===== config.mk =====
export PLATFORM = sky130hd
export DESIGN_NAME = tri_clock_divider
export DESIGN_NICKNAME = d
export VERILOG_FILES = /design/src/rtl/tcd_pkg.sv /design/src/rtl/tcd_sel_filter.sv /design/src/rtl/tcd_phase_seq.sv /design/src/rtl/tcd_per_div.sv /design/src/rtl/tri_clock_divider.sv
export SDC_FILE = /design/constraint.sdc
export NUM_CORES = 1
export LEC_CHECK = 0
export BUFFER_PORTS_ARGS = -buffer_cell sky130_fd_sc_hd__buf_2
export CORE_MARGIN = 4
export CORE_UTILIZATION = 55
export CTS_CLUSTER_SIZE = 8
export DETAILED_ROUTE_END_ITERATION = 8
export PLACE_DENSITY_LB_ADDON = 0.15
export SETUP_SLACK_MARGIN = 0.1
export SYNTH_ARGS = -nofsm -noshare
export SYNTH_HDL_FRONTEND = slang
export SYNTH_SLANG_ARGS = --single-unit

===== constraint.sdc =====
create_clock -name clk_ref -period 2.5 [get_ports clk_ref]
set_clock_uncertainty 0.2 [all_clocks]
set_input_delay 0 -clock clk_ref [delete_from_list [all_inputs] [get_ports clk_ref]]
set_output_delay 0 -clock clk_ref [all_outputs]
set_load 0.005 [all_outputs]

===== src/rtl/tcd_pkg.sv =====
package tcd_pkg;
  // one-hot position inside a processor-clock period
  localparam int PHASES = 3;
  typedef logic [PHASES-1:0] phase_t;
  localparam phase_t PH_HEAD = 3'b001; // aux starts here
  localparam phase_t PH_MID  = 3'b010; // reset position
  localparam phase_t PH_TAIL = 3'b100; // proc_clk high
endpackage


===== src/rtl/tcd_sel_filter.sv =====
module tcd_sel_filter #(
  parameter int LOW_HOLD  = 195,
  parameter int HIGH_HOLD = 6
) (
  input  logic clk,
  input  logic rst,
  input  logic sel_fast,
  output logic slow_req
);
  localparam int LW = $clog2(LOW_HOLD + 1);
  localparam int HW = $clog2(HIGH_HOLD + 1);

  logic [LW-1:0] lo_run;
  logic [HW-1:0] hi_run;

  always_ff @(posedge clk) begin
    if (rst) begin
      lo_run   <= '0;
      hi_run   <= '0;
      slow_req <= 1'b0;
    end else if (sel_fast) begin
      lo_run <= '0;
      if (hi_run == HW'(HIGH_HOLD - 1)) slow_req <= 1'b0;
      else                              hi_run   <= hi_run + 1'b1;
    end else begin
      hi_run <= '0;
      if (lo_run == LW'(LOW_HOLD - 1)) slow_req <= 1'b1;
      else                             lo_run   <= lo_run + 1'b1;
    end
  end
endmodule


===== src/rtl/tcd_phase_seq.sv =====
module tcd_phase_seq
  import tcd_pkg::*;
#(
  parameter int SLOW_PRE = 256
) (
  input  logic clk,
  input  logic rst,
  input  logic hold,
  input  logic slow_req,
  output logic proc_clk,
  output logic aux_clk,
  output logic slow_act
);
  localparam int PW   = (SLOW_PRE > 1) ? $clog2(SLOW_PRE) : 1;
  localparam int HALF = SLOW_PRE / 2;

  phase_t        ph, ph_d;
  logic [PW-1:0] pre, pre_d;
  logic          slow_d;
  logic          tick;
  logic          aux_p, aux_p_d;
  logic          aux_n;

  assign tick = !slow_act || (pre == PW'(SLOW_PRE - 1));

  always_comb begin
    ph_d   = ph;
    pre_d  = pre;
    slow_d = slow_act;
    if (!hold) begin
      if (tick) begin
        ph_d  = {ph[PHASES-2:0], ph[PHASES-1]};
        pre_d = '0;
        if (ph[PHASES-1]) slow_d = slow_req; // period boundary only
      end else begin
        pre_d = pre + 1'b1;
      end
    end
    aux_p_d = ph_d[0] | (slow_d & ph_d[1] & (pre_d < PW'(HALF)));
  end

  always_ff @(posedge clk) begin
    if (rst) begin
      ph       <= PH_MID;
      pre      <= '0;
      slow_act <= 1'b0;
      aux_p    <= 1'b0;
    end else begin
      ph       <= ph_d;
      pre      <= pre_d;
      slow_act <= slow_d;
      aux_p    <= aux_p_d;
    end
  end

  // half-cycle extension of the auxiliary clock in fast mode
  always_ff @(negedge clk) begin
    if (rst) aux_n <= 1'b0;
    else     aux_n <= ph[0] & ~slow_act;
  end

  assign proc_clk = ph[PHASES-1];
  assign aux_clk  = aux_p | aux_n;
endmodule


===== src/rtl/tcd_per_div.sv =====
module tcd_per_div #(
  parameter int HALF_DIV = 3
) (
  input  logic clk,
  input  logic rst,
  input  logic hold,
  output logic per_clk
);
  localparam int CW = (HALF_DIV > 1) ? $clog2(HALF_DIV) : 1;

  logic [CW-1:0] cnt;

  always_ff @(posedge clk) begin
    if (rst) begin
      cnt     <= '0;
      per_clk <= 1'b0;
    end else if (!hold) begin
      if (cnt == CW'(HALF_DIV - 1)) begin
        cnt     <= '0;
        per_clk <= ~per_clk;
      end else begin
        cnt <= cnt + 1'b1;
      end
    end
  end
endmodule


===== src/rtl/tri_clock_divider.sv =====
module tri_clock_divider #(
  parameter int SLOW_PRE  = 256,
  parameter int LOW_HOLD  = 195,
  parameter int HIGH_HOLD = 6,
  parameter int PER_HALF  = 3
) (
  input  logic clk_ref,
  input  logic rst,
  input  logic hold,
  input  logic sel_fast,
  output logic proc_clk,
  output logic aux_clk,
  output logic per_clk,
  output logic ref_copy
);
  logic slow_req;
  logic slow_act;

  tcd_sel_filter #(.LOW_HOLD(LOW_HOLD), .HIGH_HOLD(HIGH_HOLD)) u_filter (
    .clk(clk_ref), .rst(rst), .sel_fast(sel_fast), .slow_req(slow_req)
  );

  tcd_phase_seq #(.SLOW_PRE(SLOW_PRE)) u_seq (
    .clk(clk_ref), .rst(rst), .hold(hold), .slow_req(slow_req),
    .proc_clk(proc_clk), .aux_clk(aux_clk), .slow_act(slow_act)
  );

  tcd_per_div #(.HALF_DIV(PER_HALF)) u_per (
    .clk(clk_ref), .rst(rst), .hold(hold), .per_clk(per_clk)
  );

  assign ref_copy = clk_ref;
endmodule


==> flow_summary_export.csv <==
group,metric,value,unit
worst_setup_path,critPathLaunchType,"flop",
worst_setup_path,worstPathCellList,"or2_4 -> buf_6",
global_routing,grt.total_usage,0.155,
global_routing,grt_pass1_vias,916,
pwr,p_comb_frac,0.062,
drt,vias,995,
drt,firstDrtPassIters,4,
timing,worst_slew_pin_slew,0.416,ns
run_status,violations,"setup timing",
final_layout,syn2layout_area_growth,12.6,%
logic_synthesis,synth_top_family_by_area,"simple AND/OR/NAND/NOR gates",
worst_setup_path,reg2reg_slack,0.31,ns
die,fp-row-count,17,
run,cap_violations,0,
logic_synthesis,ys_seq_elements,29,
pwr,finalPower,0.000915,W
logic_synthesis,syn_inst,142,
logic_synthesis,yosysMostFrequentCell,"dfxtp_1",
logic_synthesis,synthArstFlopShare,0,
logic_synthesis,ys.flop_type,"dfxtp_1",
placed_design,gp_congestion,0.751,
drt,drt-initial-drc-count,25,
final_layout,fin_nets,166,
pwr,seq_power_share,0.529,
die,start_util,0.585,
logic_synthesis,syn-num-nets,151,
final_layout,final_util,0.659,
worst_hold_path,whs_endpoint,"ref_copy",
drt,vias_per_cell,5.35,
pwr,ir_drop,0.000403,V
drt,drtAntennaViolNets,0,
logic_synthesis,synthAdderAreaFrac,0.0478,
logic_synthesis,synth_edf_count,0,
worst_hold_path,hold_depth,3,
clock_network,clkLatencyLatePin,0.42,ns
logic_synthesis,ys_types,38,
pwr,p_clk_frac,0.409,
final_layout,drive_gt1_frac,0.184,
timing,finalSetupViolCount,1,
clock_network,cts_tree,"done",
timing,rsz0062_at_grt,"yes",
global_routing,antenna_found_initial,0,
pwr,powerDensity,621,mW/mm2
die,chipWidth,56.8,um
logic_synthesis,syn_area,0.00131,mm2
die,ios,8,
timing,setup_tns,-0.0386,ns
worst_setup_path,worst_ep_arrival_time,2.34,ns
worst_hold_path,worstHoldStart,"clk_ref",
timing,finalWorstSetupSlack,-0.0386,ns
global_routing,grt_max_degree,18,
die,die_area,0.00322,mm2
final_layout,num_antenna_cells,0,
pwr,switching_share,0.234,
run_status,status,"finished with violations",
logic_synthesis,synthMuxAreaShare,0.0230,
logic_synthesis,synth-xor-area-share,0.107,
pwr,switchingPower,0.000214,W
worst_setup_path,path_max_fanout,1,
placed_design,dpl.hpwl,1.48,mm
worst_setup_path,critPathKind,"flop to output port",
drt,wl_per_cell,11.7,um
pwr,leakagePower,0.587,nW
clock_network,clk_pin_slew_worst_paths,0.03,ns
logic_synthesis,synthSimpleGateAreaFrac,0.262,
clock_network,cts_setup_buffers,0,
drt,routed_wl,2.17,mm
logic_synthesis,ys_warn_count,0,
worst_setup_path,r2r_end,"u_filter.lo_run[0]",
logic_synthesis,synth_area_leaders,"dfxtp_1 44%, xor2_1 6.7%, nor2_1 5.7%",
worst_hold_path,min_path_type,"clock port to output port",
pwr,p_int,0.000701,W
worst_setup_path,rr_worst_depth,7,
logic_synthesis,ys_seq_area_frac,0.444,
placed_design,numPortBuffers,7,
timing,hold_violations,0,
global_routing,grt-ovfl-total,0,
global_routing,grt_first_pass_wirelength,3.84,mm
worst_setup_path,cpPeakStageDelay,0.28,ns
worst_setup_path,endpoint_kind,"output port",
worst_setup_path,reg2reg_from,"u_filter.lo_run[0]",
timing,relSlewSlack,0.723,
logic_synthesis,synth_compound_area_frac,0.0718,
placed_design,place_ws,0.378,ns
drt,post-route-drc-count,0,
logic_synthesis,yosys.area.top_type,"dfxtp_1",
die,die_h,56.8,um
placed_design,placed_cell_area,0.00134,mm2
logic_synthesis,syn_avg_cell_area,9.21,um2
worst_setup_path,worstPathRequired,2.30,ns
worst_setup_path,crit_slowest_cell,"dfxtp_1",
die,core,0.00223,mm2
logic_synthesis,synth_top_area_frac,0.444,
logic_synthesis,ys_top_cells_by_count,"29 x dfxtp_1, 20 x nor2_1, 10 x xor2_1, 8 x nor2_2",
final_layout,final_cell_area,0.00147,mm2
timing,slew_viol_final,0,
## worst max-delay path: cells and delay by family (launching register included)
kind / cells / cell delay [ns]
AND/OR/NAND/NOR: 1 / 0.22
buffers and inverters: 1 / 0.11
flip-flops: 1 / 0.28
## metal layers
metal  wire length, um  share of wire  vias up  track usage
li1                  -              -      516            -
met1              1070           0.49      452        0.192
met2               951           0.44       20        0.228
met3                94          0.043        7       0.0483
met4                53          0.024        0        0.103
met5                 0              0        -            0
## state kept, by name (all words and copies together), names as in the netlist
signal / flops
u_seq.pre: 8
u_per.per_clk: 1
u_seq.ph: 3
u_per.cnt: 2
u_filter.slow_req: 1
u_seq.aux_n: 1
u_seq.slow_act: 1
u_filter.lo_run: 8
u_filter.hi_run: 3
u_seq.aux_p: 1
## cells by family (layout without fill, tap and decap cells)
kind of cell / count (synthesis) / in the layout
AND/OR/NAND/NOR: 65 / 65
flip-flops: 29 / 29
XOR/XNOR: 16 / 16
AO/OA/AOI/OAI: 12 / 12
buffers and inverters: 12 / 28
adder cells (fa/ha/maj): 5 / 5
multiplexers: 3 / 3
## layout make-up
cell class              count  area (um2)
repair buffers             10        76.3
clock inverters             2        7.51
flip-flops and latches     29         581
inverters                   5        18.8
well taps                  28        35.0
clock buffers              11        82.6
multi-input cells         101         672
fillers                   206         761
## worst max-delay path by stage
stage / from / cells after the start / end / slack (ns)
2_1_floorplan: u_seq.ph[0] / 1 / u_seq.aux_n / 0.49
3_3_place_gp: u_seq.aux_n / 2 / aux_clk / 0.38
3_5_place_dp: u_seq.aux_n / 2 / aux_clk / 0.38
4_1_cts: u_seq.aux_n / 2 / aux_clk / -0.05
5_1_grt: u_seq.aux_n / 2 / aux_clk / -0.09
6_report: u_seq.aux_n / 2 / aux_clk / -0.04
## power by group through the flow
| stage | clock [W] | sequential, W | combinational (W) |
|---|---|---|---|
| after floorplan | 0.0000309 | 0.000492 | 0.0000413 |
| after global placement | 0.0000224 | 0.000494 | 0.0000488 |
| after detailed placement | 0.0000224 | 0.000495 | 0.0000501 |
| after CTS | 0.000394 | 0.000484 | 0.0000574 |
| after global routing | 0.000419 | 0.000486 | 0.0000645 |
| final | 0.000374 | 0.000484 | 0.0000567 |
## placed cells by master, fill, tap and decap left out, types with 2 or more instances in the layout
| cell type | count |
|---|---|
| dlygate4sd3_1 | 4 |
| nand4_1 | 2 |
| buf_2 | 6 |
| xor2_1 | 10 |
| mux2i_1 | 3 |
| and3_1 | 3 |
| nor2_1 | 20 |
| xnor2_1 | 6 |
| nor2_2 | 8 |
| nor3b_1 | 2 |
| inv_1 | 7 |
| a21oi_1 | 2 |
| ha_1 | 5 |
| nor3_1 | 6 |
| dfxtp_1 | 29 |
| nand3_1 | 7 |
| nand2_1 | 7 |
| clkbuf_4 | 8 |
## repair_timing
item | CTS | global route
setup endpoints to repair | 1 | 1
endpoints found under the hold margin | 23 | 0
pin swaps | 1 | 0
hold buffers | 4 | 0
gates resized for setup | 2 | 0
## through the flow
step	hold slack [ns]	std cells
detailed placement	-0.117	171
CTS	0.129	186
global placement	-0.117	171
finish	0.110	186
floorplan	-0.119	142
global route	0.133	186
(Power assumes the default switching activity.)
